**src/rtl/pmc_pkg.sv**
```systemverilog
package pmc_pkg;

  typedef enum logic [2:0] {
    ST_RESET   = 3'd0,
    ST_RUN     = 3'd1,
    ST_IDLE    = 3'd2,
    ST_IDLE_RX = 3'd3,
    ST_PD_STOP = 3'd4,
    ST_PD_WARM = 3'd5,
    ST_EMU     = 3'd6
  } pmc_state_e;

  typedef enum logic [1:0] {
    PIN_FUNC = 2'd0,
    PIN_LOW  = 2'd1,
    PIN_HIGH = 2'd2,
    PIN_REL  = 2'd3
  } pin_code_e;

  typedef struct packed {
    logic [1:0] ale;
    logic [1:0] psen;
    logic [1:0] p0;
    logic [1:0] px;
  } pin_sel_t;

endpackage

```
**src/rtl/pmc_rst_qual.sv**
```systemverilog
module pmc_rst_qual #(
  parameter int CYC_PER_MC = 12,
  parameter int RST_MC     = 2
) (
  input  logic clk,
  input  logic rst_n,
  input  logic rst_pin,
  input  logic osc_ok,
  output logic rst_q
);
  localparam int RST_CLKS = CYC_PER_MC * RST_MC;
  localparam int CW       = $clog2(RST_CLKS + 1);
  localparam logic [CW-1:0] LAST = CW'(RST_CLKS - 1);

  logic [CW-1:0] cnt_q, cnt_d;
  logic          q_q, q_d;

  // count consecutive high samples, only while the oscillator is settled
  always_comb begin
    cnt_d = cnt_q;
    q_d   = q_q;
    if (!rst_pin) begin
      cnt_d = '0;
      q_d   = 1'b0;
    end else if (osc_ok && !q_q) begin
      if (cnt_q == LAST) q_d = 1'b1;
      else               cnt_d = cnt_q + CW'(1);
    end
  end

  always_ff @(posedge clk or negedge rst_n) begin
    if (!rst_n) begin
      cnt_q <= '0;
      q_q   <= 1'b0;
    end else begin
      cnt_q <= cnt_d;
      q_q   <= q_d;
    end
  end

  assign rst_q = q_q;
endmodule

```
**src/rtl/pmc_osc_wait.sv**
```systemverilog
module pmc_osc_wait #(
  parameter int STB_W = 8
) (
  input  logic             clk,
  input  logic             rst_n,
  input  logic             osc_en,
  input  logic [STB_W-1:0] stable_cnt,
  output logic             osc_ok
);
  logic [STB_W-1:0] cnt_q, cnt_d;
  logic             done_q, done_d;

  always_comb begin
    cnt_d  = cnt_q;
    done_d = done_q;
    if (!osc_en) begin
      cnt_d  = '0;
      done_d = 1'b0;
    end else if (!done_q) begin
      if (cnt_q >= stable_cnt) done_d = 1'b1;
      else                     cnt_d  = cnt_q + STB_W'(1);
    end
  end

  // oscillator is taken as running at power-on
  always_ff @(posedge clk or negedge rst_n) begin
    if (!rst_n) begin
      cnt_q  <= '0;
      done_q <= 1'b1;
    end else begin
      cnt_q  <= cnt_d;
      done_q <= done_d;
    end
  end

  assign osc_ok = osc_en && done_q;
endmodule

```
**src/rtl/pmc_pin_sel.sv**
```systemverilog
module pmc_pin_sel
  import pmc_pkg::*;
(
  input  pmc_state_e st,
  input  logic       ext_exec,
  output pin_sel_t   sel
);
  logic [1:0] p0_low_pwr;

  assign p0_low_pwr = ext_exec ? PIN_REL : PIN_FUNC;

  always_comb begin
    sel.ale  = PIN_FUNC;
    sel.psen = PIN_FUNC;
    sel.p0   = PIN_FUNC;
    sel.px   = PIN_FUNC;
    unique case (st)
      ST_IDLE: begin
        sel.ale  = PIN_HIGH;
        sel.psen = PIN_HIGH;
        sel.p0   = p0_low_pwr;
      end
      ST_PD_STOP, ST_PD_WARM: begin
        sel.ale  = PIN_LOW;
        sel.psen = PIN_LOW;
        sel.p0   = p0_low_pwr;
      end
      ST_EMU: begin
        sel.ale  = PIN_REL;
        sel.psen = PIN_REL;
        sel.p0   = PIN_REL;
        sel.px   = PIN_REL;
      end
      default: ;
    endcase
  end
endmodule

```
**src/rtl/pwr_mode_ctrl.sv**
```systemverilog
module pwr_mode_ctrl
  import pmc_pkg::*;
#(
  parameter int CYC_PER_MC = 12,
  parameter int RST_MC     = 2,
  parameter int STB_W      = 8
) (
  input  logic             clk,
  input  logic             rst_n,
  input  logic             rst_pin,
  input  logic             ale_pin,
  input  logic             psen_pin,
  input  logic             int0_n,
  input  logic             int1_n,
  input  logic             int0_en,
  input  logic             int1_en,
  input  logic             int0_level,
  input  logic             int1_level,
  input  logic             irq_pend,
  input  logic             idle_req,
  input  logic             pd_req,
  input  logic             ext_exec,
  input  logic [STB_W-1:0] stable_cnt,
  output logic             core_clk_en,
  output logic             periph_clk_en,
  output logic             osc_en,
  output logic             int_rst,
  output logic             emu_mode,
  output logic             ram_wr_block,
  output logic [1:0]       ale_ctl,
  output logic [1:0]       psen_ctl,
  output logic [1:0]       p0_ctl,
  output logic [1:0]       px_ctl
);
  pmc_state_e st_q, st_d;
  logic       emu_arm_q, emu_arm_d;
  logic       rst_q, osc_ok, wake_low;
  pin_sel_t   sel;

  pmc_rst_qual #(.CYC_PER_MC(CYC_PER_MC), .RST_MC(RST_MC)) u_rq (
    .clk(clk), .rst_n(rst_n), .rst_pin(rst_pin), .osc_ok(osc_ok), .rst_q(rst_q)
  );

  pmc_osc_wait #(.STB_W(STB_W)) u_ow (
    .clk(clk), .rst_n(rst_n), .osc_en(osc_en), .stable_cnt(stable_cnt), .osc_ok(osc_ok)
  );

  pmc_pin_sel u_ps (.st(st_q), .ext_exec(ext_exec), .sel(sel));

  // only an enabled, level-triggered external interrupt held low may wake
  assign wake_low = (int0_en && int0_level && !int0_n) ||
                    (int1_en && int1_level && !int1_n);

  always_comb begin
    st_d      = st_q;
    emu_arm_d = (st_q == ST_RESET) ? (!ale_pin && psen_pin) : 1'b0;
    if (rst_q && st_q != ST_RESET) begin
      st_d = ST_RESET;
    end else begin
      unique case (st_q)
        ST_RESET:   if (!rst_q) st_d = (emu_arm_q && !ale_pin) ? ST_EMU : ST_RUN;
        ST_RUN: begin
          if (pd_req)        st_d = ST_PD_STOP;
          else if (idle_req) st_d = ST_IDLE;
        end
        ST_IDLE: begin
          if (rst_pin)       st_d = ST_IDLE_RX;
          else if (irq_pend) st_d = ST_RUN;
        end
        ST_IDLE_RX: if (!rst_pin) st_d = ST_RUN;
        ST_PD_STOP: if (wake_low || rst_pin) st_d = ST_PD_WARM;
        ST_PD_WARM: if (osc_ok && !wake_low && !rst_pin) st_d = ST_RUN;
        ST_EMU:     st_d = ST_EMU;
        default:    st_d = ST_RESET;
      endcase
    end
  end

  always_ff @(posedge clk or negedge rst_n) begin
    if (!rst_n) begin
      st_q      <= ST_RESET;
      emu_arm_q <= 1'b0;
    end else begin
      st_q      <= st_d;
      emu_arm_q <= emu_arm_d;
    end
  end

  assign core_clk_en   = (st_q == ST_RESET) || (st_q == ST_RUN) || (st_q == ST_IDLE_RX);
  assign periph_clk_en = core_clk_en || (st_q == ST_IDLE);
  assign osc_en        = (st_q != ST_PD_STOP);
  assign int_rst       = (st_q == ST_RESET);
  assign emu_mode      = (st_q == ST_EMU);
  assign ram_wr_block  = (st_q == ST_IDLE_RX);
  assign ale_ctl       = sel.ale;
  assign psen_ctl      = sel.psen;
  assign p0_ctl        = sel.p0;
  assign px_ctl        = sel.px;
endmodule

```
**config.mk**
```make
export PLATFORM = sky130hd
export DESIGN_NAME = pwr_mode_ctrl
export DESIGN_NICKNAME = d
export VERILOG_FILES = /design/src/rtl/pmc_pkg.sv /design/src/rtl/pmc_rst_qual.sv /design/src/rtl/pmc_osc_wait.sv /design/src/rtl/pmc_pin_sel.sv /design/src/rtl/pwr_mode_ctrl.sv
export SDC_FILE = /design/constraint.sdc
export NUM_CORES = 1
export LEC_CHECK = 0
export BUFFER_PORTS_ARGS = -buffer_cell sky130_fd_sc_hd__buf_4
export CORE_MARGIN = 1.5
export CORE_UTILIZATION = 46
export DETAILED_ROUTE_END_ITERATION = 6
export HOLD_SLACK_MARGIN = 0.05
export PLACE_DENSITY = 0.71
export SLEW_MARGIN = 20
export SYNTH_ARGS = -nofsm -noshare
export SYNTH_HDL_FRONTEND = slang
export SYNTH_SLANG_ARGS = --single-unit
export TNS_END_PERCENT = 20
```
**constraint.sdc**
```tcl
create_clock -name clk -period 3.9 [get_ports clk]
set_input_delay 0.195 -clock clk [delete_from_list [all_inputs] [get_ports clk]]
set_output_delay 0.195 -clock clk [all_outputs]
set_load 0.03 [all_outputs]
```
Word level (Yosys, flattened, before mapping)
Cells that the tools add are included. W data, S select, Z words.

Logic and storage cells: 84. Input port bits: 23. Register bits: 19.

Reduce and logical (&&, ||, !) cells: 29. Add/subtract/negate cells: 2. Eq/ne operators: 19. Mux-type cells: 27. Order comparisons: 1.

Operator list (count): $mux W3 (10); $mux W8 (3); $pmux W3 S7 (1); $pmux W6 S3 (1); $mux W5 (3); $ne A3 B3 Y1 const B (4); $logic_and A1 B1 Y1 (11); $eq A3 B3 Y1 const B (3); $add A8 B1 Y8 const B (1); $ge A8 B8 Y1 (1); $ne A4 B4 Y1 const B (2); $mux W1 (7); $eq A3 B2 Y1 const B (2); $logic_not A1 Y1 (6); $ne A2 B2 Y1 const B (3); $reduce_and A2 Y1 (3); $reduce_and A6 Y1 (1); $add A5 B1 Y5 const B (1); $eq A5 B5 Y1 const B (1); $logic_or A1 B1 Y1 (5); $mux W2 (2); $ne A2 B1 Y1 const B (2); $eq A3 B1 Y1 const B (1); $logic_not A3 Y1 (1); 3 further kinds (3).

Depth between registers and ports, before layout
Gate-level depths: netlist (run 1).

Depth in word-level cells: 9. Mapped depth: 8.

Cells and area by module
From an unflattened synthesis (run 1), not the netlist that was laid out.

Cell total of the unflattened synthesis: 161. Area, all modules: 1431.4 um2.

By module, submodules not included: pmc_osc_wait (cells each 70, area an instance 626.9 um2, times used 1, seq. area each 226.5 um2); pwr_mode_ctrl (cells each 49, area an instance 401.6 um2, times used 1, seq. area each 100.1 um2); pmc_rst_qual (cells each 32, area an instance 325.3 um2, times used 1, seq. area each 150.1 um2); pmc_pin_sel (cells each 10, area an instance 77.6 um2, times used 1, seq. area each 0.0 um2).

Worst setup path after synthesis (run 1)
Ideal clock, no wire load.

Path kind: reg-to-output. From: register st_q[0]. To: output p0_ctl[1]. Arrival: 2288 ps. Stages on the path, launching flop included: 6. Path slack: 1417 ps. Data required time: 3705 ps. Cell sequence: dfrtp_1 -> buf_2 -> nor2b_1 -> a21oi_1 -> o21ai_0 -> buf_4.

Cells in the longest elaborated chain, start to end: 3. Elaborated cells on any way between the ends: 6. Those cells by class: eq/ne: 4; mux: 1; reduce/logical: 1.

Ends and longest elaborated chain: start, declared (RTL line pwr_mode_ctrl.sv:35) `pmc_state_e st_q, st_d;`; start signal, assigned (RTL line pwr_mode_ctrl.sv:84) `st_q <= st_d;`; $eq A3 B3 Y1 (RTL line pmc_pin_sel.sv:17) `unique case (st)`; $reduce_or A2 Y1 (RTL line pmc_pin_sel.sv:17); $pmux W6 S3 * (RTL line pmc_pin_sel.sv:17); end, declared (RTL line pwr_mode_ctrl.sv:32) `output logic [1:0] p0_ctl,`.

Every way passes the cells marked *; elsewhere a longest branch is shown, timed or not.

Worst setup path after layout (run 1)
From: register u_ow.cnt_q[0]. To: register u_ow.cnt_q[6].

Cells in the longest elaborated chain, start to end: 4. Elaborated cells on any way between the ends: 7. Those cells by class: add/sub: 1; order compare: 1; eq/ne: 1; mux: 3; reduce/logical: 1.

Ends and longest elaborated chain: start, declared (RTL line pmc_osc_wait.sv:10) `logic [STB_W-1:0] cnt_q, cnt_d;`; start signal, assigned (RTL line pmc_osc_wait.sv:31) `cnt_q <= cnt_d;`; $add A8 B1 Y8 (RTL line pmc_osc_wait.sv:21) `else cnt_d = cnt_q + STB_W'(1);`; $mux W8 (RTL line pmc_osc_wait.sv:20) `if (cnt_q >= stable_cnt) done_d = 1'b1;`; $mux W8 (RTL line pmc_osc_wait.sv:19) `end else if (!done_q) begin`; $mux W8 (RTL line pmc_osc_wait.sv:16) `if (!osc_en) begin`.

Parallel ways exist; a longest one is shown, timed or not. The select of a mux whose other input is x is not followed. A chain may end at the register's enable or synchronous reset.

==> results of run 1 <==
path summary, 6_finish.rpt:
path	slack [ns]	start	end	depth (start not counted)
min in group asynchronous	0.29	rst_n	u_ow.cnt_q[4]$_DFFE_PN0P_	2
hold / removal	0.14	psen_pin	emu_arm_q$_DFF_PN0_	2
max in group asynchronous	3.34	rst_n	u_ow.done_q$_DFF_PN1_	2
hold reg to reg	0.58	u_ow.cnt_q[7]$_DFFE_PN0P_	u_ow.cnt_q[7]$_DFFE_PN0P_	2
setup reg to reg	1.54	u_ow.cnt_q[0]$_DFFE_PN0P_	u_ow.cnt_q[6]$_DFFE_PN0P_	7
setup / recovery	1.54	u_ow.cnt_q[0]$_DFFE_PN0P_	u_ow.cnt_q[6]$_DFFE_PN0P_	7
timing repair:
| item | in CTS | in global routing |
|---|---|---|
| endpoints found under the hold margin | 19 | 0 |
| hold buffers | 1 | 0 |
| setup endpoints to repair | 0 | 0 |
power breakdown:
group	internal, µW	switching, µW
Sequential	253	94.0
Combinational	233	342
Clock	39.0	65.4
Total	525	501
state kept, by name (all words and copies together), names as in the netlist:
register and cells:
emu_arm_q 1, u_ow.cnt_q 8, u_ow.done_q 1, st_q 3
u_rq.rst_q 1, u_rq.cnt_q 5
critical path, delay by kind of cell (launching register included):
kind / cells / cell delay, ns
buf+inv: 1 / 0.09
fa+ha+maj: 1 / 0.26
compound gates: 3 / 0.96
flops: 1 / 0.43
simple gates: 2 / 0.54
final cells by class:
type,count,share of cell area [%]
clock inverters,1,0.452
well taps,31,2.34
repair buffers,37,16.9
clock buffers,3,1.36
inverters,17,3.85
multi-input cells,112,46.4
flip-flops and latches,19,28.7
cell usage in the layout, fill, tap and decap left out, types with 2 or more instances in the layout:
cell,synthesis,layout
sky130_fd_sc_hd__and2_1,2,2
sky130_fd_sc_hd__buf_4,5,36
sky130_fd_sc_hd__or3_1,5,5
sky130_fd_sc_hd__a21oi_1,12,12
sky130_fd_sc_hd__o21ai_0,12,12
sky130_fd_sc_hd__nor2b_1,3,3
sky130_fd_sc_hd__nand3_1,6,6
sky130_fd_sc_hd__xor2_1,3,3
sky130_fd_sc_hd__nand2_1,10,10
sky130_fd_sc_hd__xnor2_1,2,2
sky130_fd_sc_hd__o31ai_1,2,2
sky130_fd_sc_hd__o21a_1,2,2
sky130_fd_sc_hd__nand2b_1,2,2
sky130_fd_sc_hd__nor2_1,11,11
sky130_fd_sc_hd__clkbuf_4,0,3
sky130_fd_sc_hd__nand4_1,3,3
sky130_fd_sc_hd__a31oi_1,2,2
sky130_fd_sc_hd__nor3_1,5,5
sky130_fd_sc_hd__dfrtp_1,18,18
sky130_fd_sc_hd__inv_1,16,16
sky130_fd_sc_hd__ha_1,10,10
Yosys cell counts (all sizes together) (3+ instances only):
cell | instances | area share (%)
o31ai | 3 | 2.0
ha | 10 | 9.1
a21oi | 12 | 4.4
dfrtp | 18 | 33
nor2 | 11 | 3.0
nor3 | 5 | 1.8
nand4 | 3 | 1.4
xor2 | 3 | 1.9
nor2b | 3 | 1.4
nand2 | 10 | 2.7
nand3 | 6 | 2.2
inv | 17 | 4.6
or3 | 5 | 2.3
buf | 8 | 4.3
o21ai | 13 | 4.7
cell families after synthesis:
kind of cell               count (synthesis)  synth area share, %
DFF                                       19                 34.6
muxes                                      1                0.727
adders and majority gates                 10                 9.09
and+or+nand+nor                           56                 22.8
xor gates and xnor gates                   5                 3.18
AOI/OAI and AO/OA                         40                 20.1
buffers and inverters                     27                 9.45
routing by layer:
metal  routed length (µm)  GRT usage, %
met1                 1430          28.8
met2                 1470          31.7
met3                  114          3.35
met4                   15          3.32
met5                    0             0
stage by stage:
step           hold WS (ns)  utilization [%]
2_1_floorplan        -0.101                -
3_3_place_gp         0.0838             57.7
3_5_place_dp         0.0857             57.7
4_1_cts               0.133             59.1
5_1_grt               0.142             59.1
6_report              0.140             59.1
==> results summary, run 1 <==
The post-CTS resize count came out at 0. The worst setup path is of the flop to flop kind. The number of rows created at floorplan is 19.

The transition time at the pin with the least slew margin came out at approximately 0.95 ns. The async set or reset register ratio after synthesis is 100%. Headroom to the max-slew limit came out at between 30% and 40%. The flow ran to the end, but the final reports show violations.

The global-route congestion overflow total came out at 0. The number of register bits inferred by synthesis came out at 19. Static timing analysis puts the maximum clock frequency at approximately 0.42 GHz. The final design instance area without fill came out at 1660 µm². The data arrival time of the critical path came out at ~2.6 ns. The worst setup path is captured at a flop.

The post-layout net count came out at roughly 220. The average via count per standard cell came out at approximately 5.6. The post-synthesis cell count came out at 158.

Synthesis produced a netlist with a net count of between 150 and 200. The combined area of the multi-input logic cells came out at approximately 770 µm². The layout overhead on the synthesized area is 20.5%. The share of the Yosys chip area taken by registers is about a third. Setup repair after global routing left no endpoint under its margin. The final critical-path setup slack is ~1.5 ns. CTS built an H-tree with a depth of 1. The post-CTS setup buffer count came out at 0. The number of clock buffers added by TritonCTS is 3.

The average cell area after synthesis is just under 9 µm². The x dimension of the die came out at ~58 µm. The share of cells above drive strength 1 came out at 25.9%.

The largest stage delay on the critical path is 0.52 ns. The number of global-route vias before repair came out at ~1200. The static leakage came out at 0.000792 µW. The die area is around 3300 µm². In this run the worst hold path is classified as input port to flop. The number of port buffers came out at 36. The count of boundary I/O pins is 37. The clock transition at the register clock pins on the worst setup and hold paths after CTS came out at between 0.1 and 0.15 ns. The total routing usage reported by global routing is ~20%.

The die is about 58 µm tall. The highest ir drop seen on vdd came out at roughly 0.24 mV. The pre-CTS setup slack is ~1.6 ns. The final count of negative-setup-slack endpoints is 0. The number of antenna violations at the first check in global routing is 0. The post-detailed-routing wire length came out at just over 3000 µm. The number of flops mapped to enable cells by yosys came out at 0.

The buffer type at the clock tree root is sky130_fd_sc_hd__clkbuf_4. Entering global routing, the biggest net connects 20 pins. The count of antenna-violating nets left after detailed routing came out at 0.

The effective utilization at floorplan came out at about half. The share of the cycle needed by the critical path after routing came out at about three fifths. In this run the worst path has a maximum fanout of 16. The critical path required time is about 4.1 ns. Summing all placed instances gives a cell area of about 1600 µm². Traced cell by cell, the critical path runs through inv_1 -> ha_1 -> nand2b_1 -> a2111oi_1 -> o31ai_2 -> or3_1 -> a21oi_1. The number of antenna diodes came out at 0.

The cell area that synthesis handed to floorplanning was between 1000 and 1500 µm². The global-route wire length before repair is about 5200 µm. Counting tap cells, the placed design contains a total of ~220 instances. The slowest stage of the critical path is the sky130_fd_sc_hd__a2111oi_1 cell. The post-route non-filler standard cell count came out at 220. TritonCTS built the clock tree. The first detailed-routing pass took 6 iterations. Once detailed placement completed, the half-perimeter wirelength came to about 2400 µm. The average detailed-routed wire length per instance came out at between 10 and 15 µm. The detailed-route via count came out at 1223. In the synthesized netlist the dominant register cell turns out to be sky130_fd_sc_hd__dfrtp_1.

The count of unresolved DRC violations after routing came out at 2. The max capacitance violation total came out at 0. The number of DRC markers after the initial detailed-route iteration came out at 45. The count of warnings emitted by yosys came out at 0.

The count of cell types in the netlist came out at between 40 and 50. The power density relative to cell area came out at around 620 nW/µm². The clock sink count is 19. The total negative slack for setup checks is 0 ns.

The congestion estimate from routability-driven global placement came to 0.844. For the worst-skew pair, the clock arrives at the later sink with an insertion delay of approximately 0.30 ns. The final hold violation count was 0. The number of pins with negative max-slew slack in the final report came out at 0.

The post-route clock skew came out at just under 0.006 ns. The core footprint came out at between 2000 and 3000 µm². The checks that failed: DRC. The overall power of the completed layout came out at ~1000 µW.

Counting the fill cells in the layout gives between 200 and 300. Summing all flip-flop and latch instances after layout gives 477 µm². The number of buffers on the longest clock path is 2. STA classifies the critical path startpoint as a flop. The time the final worst path needs with I/O delays and setup came out at around 2.4 ns.
(Power assumes the default switching activity.)
==> run 2, diff against run 1 <==
==> constraint.sdc (replaced) <==
create_clock -name clk -period 2.2 [get_ports clk]
set_input_delay 0.11 -clock clk [delete_from_list [all_inputs] [get_ports clk]]
set_output_delay 0.11 -clock clk [all_outputs]
set_load 0.03 [all_outputs]
==> run 2 against run 1 <==
Compared with the run above:
- the run still ends with DRC left
- sequential share of layout area fell by 1.8 points
- clock skew decreased by 0.0046 ns
- global-route usage grew 1.1 points
- utilization is 4.2 points higher
- critical endpoint unchanged
- fmax up 12%
- final area rose by 7.1%
==> results summary, run 2 (synthesis results as in run 1) <==
The run finished, with violations left. The final reports fail on DRC. Based on the critical path, the design can be clocked at up to roughly 0.47 GHz. The floorplan step defined a die boundary enclosing ~3300 µm². The count of unresolved DRC violations after routing came out at 1. The first-pass iteration count of the detailed router is 6.

Measured against its own limit, the worst slew margin works out to 63.0%. Along the worst path, the maximum fanout reaches 7. Walking the worst path, the cells encountered are ha_1 -> and4_1 -> a2111oi_4 -> o31ai_4 -> or3_1 -> a21oi_1.

Entering global routing, the biggest net connects 20 pins. The count of boundary I/O pins came out at 37. The worst-skew pair later-pin latency is a little under 0.3 ns. The final hold violation count is 0. Counting I/O delays and the setup requirement, the final critical path takes around 2.1 ns. The worst setup path category is flop to flop.

The count of antenna-violating nets left after detailed routing came out at 0. After clock tree synthesis, the clock-pin slew on the worst setup and hold paths is ~0.11 ns. The highest ir drop seen on vdd came out at approximately 0.48 mV. The number of global-route vias before repair is between 1000 and 1500. The average detailed-routed wire length per instance came out at around 14 µm.

The total routing usage reported by global routing came out at a little over a fifth. The buffer type at the clock tree root is sky130_fd_sc_hd__clkbuf_4. The average via count per standard cell came out at roughly 5.6. Cells fill roughly 63% of the core in the end. The total number of H-tree levels came out at 1. Together, buffers and inverters on the worst path number 0. The post-detailed-routing wire length is roughly 3200 µm. Leaving out fill and tap cells, the most frequent cell in the layout is sky130_fd_sc_hd__buf_4.

In the layout the commonest cells are sky130_fd_sc_hd__buf_4 (43), sky130_fd_sc_hd__dfrtp_1 (17), sky130_fd_sc_hd__inv_1 (16), sky130_fd_sc_hd__nor2_1 (11). The power density relative to cell area came out at 1120 nW/µm². Clock tree synthesis inserted a total of 3 buffers. The clock sink count came out at 19. Max-cap violations in this run came to 0. The number of antenna violations at the first check in global routing was 0. The worst setup path is launched from a flop. The die span in y is between 50 and 60 µm. The transition time at the pin with the least slew margin came out at about 0.55 ns. The global-route congestion overflow total is 0. The number of rows created at floorplan is 19. The post-placement cell area came out at 1640 µm². The number of pins with negative max-slew slack in the final report came out at 0. The number of antenna diodes came out at 0. The number of flip-flops in the largest register is 8.

Clock skew on the completed layout was measured at ~0.0012 ns. After layout, the worst path uses a little over nine tenths of the clock period. The global placer's final weighted congestion came out at just over 0.8. The effective utilization at floorplan came out at between 40% and 50%. The core footprint came out at 2810 µm². The tightest min-delay check is of the input port to flop type. The kind of end point of the critical path is a flop. Measured along the x axis, the die boundary spans 57.7 µm. More flip-flops sit in one register than any other, and that register is u_ow.cnt_q. The CTS tree is yes. The final count of negative-setup-slack endpoints is 0.

The detailed-route via count is about 1300. On the critical path, the stage with the largest delay is an instance of sky130_fd_sc_hd__dfrtp_2. The largest stage delay on the critical path is ~0.46 ns.

The critical path required time came out at roughly 2.4 ns. The post-layout net count is ~230. The data arrival time of the critical path came out at around 2.3 ns. The number of DRC markers after the initial detailed-route iteration came out at 40.

The number of port buffers came out at 36. The first global-routing pass estimated roughly 5500 µm of wire. The analysis attributes to cell leakage a power of 0.000836 µW.

The number of buffers on the longest clock path is 2. Among cell families on the critical path, the largest total delay comes from compound AO/OA/AOI/OAI gates. The layout overhead on the synthesized area came out at 29.1%. The total negative slack for setup checks is 0 ns. The estimated wirelength of the detail-placed design came out at between 2000 and 2500 µm. The post-route netlist has between 30% and 40% of its cells at a drive strength greater than 1.

The final design instance area without fill came out at roughly 1800 µm². The largest registers in the layout are u_ow.cnt_q (8), u_rq.cnt_q (5), st_q (3).
==> run 2: cell types whose count changed in the layout (fill, tap and decap cells not counted), sizes merged <==
| cell | previous run | this run |
|---|---|---|
| buf | 36 | 43 |
| o31ai | 3 | 4 |
==> run 2: cell type report <==
class / instances / area (µm²)
Sequential cell: 19 / 478
Timing Repair Buffer: 44 / 333
Fill cell: 241 / 1030
Clock inverter: 1 / 7.51
Inverter: 17 / 63.8
Clock buffer: 3 / 22.5
Tap cell: 31 / 38.8
Multi-Input combinational cell: 113 / 833
==> run 2: worst paths after layout <==
path                                           startpoint                   endpoint  slack, ns  cells after the start
worst min register to register  u_rq.cnt_q[4]$_DFFE_PN0P_  u_rq.cnt_q[4]$_DFFE_PN0P_       0.56                      2
min in group asynchronous                           rst_n  u_ow.cnt_q[0]$_DFFE_PN0P_       0.21                      2
worst min-delay path                             psen_pin        emu_arm_q$_DFF_PN0_       0.08                      2
max in group asynchronous                           rst_n      u_ow.done_q$_DFF_PN1_       1.72                      2
worst max-delay path            u_ow.cnt_q[5]$_DFFE_PN0P_  u_ow.cnt_q[6]$_DFFE_PN0P_       0.09                      6
worst max register to register  u_ow.cnt_q[5]$_DFFE_PN0P_  u_ow.cnt_q[6]$_DFFE_PN0P_       0.09                      6
==> run 2: per-stage QoR <==
step,hold slack (ns),power [µW],setup slack (ns),instances
floorplan,-0.186,1370,0.0645,158
global placement,0.0000328,1640,0.0564,218
detailed placement,-0.000876,1680,-0.0349,218
CTS,0.0657,1920,0.00899,225
global route,0.0761,2140,-0.0458,228
finish,0.0759,1980,0.0880,228
==> run 2: layer usage <==
| layer | GRT usage (%) | part of all wire, % |
|---|---|---|
| met1 | 30.6 | 46 |
| met4 | 3.99 | 0.31 |
| met2 | 33.3 | 49 |
| met5 | 0 | 0 |
| met3 | 2.90 | 4.0 |
==> run 2: report_power, final <==
part           internal [µW]  total [µW]  switching (µW)
clock                   69.1         181             112
sequential               449         600             152
combinational            515        1200             687
==> run 2: repair_timing <==
action                     CTS  global route
hold endpoints to repair    19             0
setup endpoints to repair    6             7
hold buffers                 1             0
pin swaps                    0             3
gates resized for setup      2             7
cloned                       0             1
setup buffers                2             2
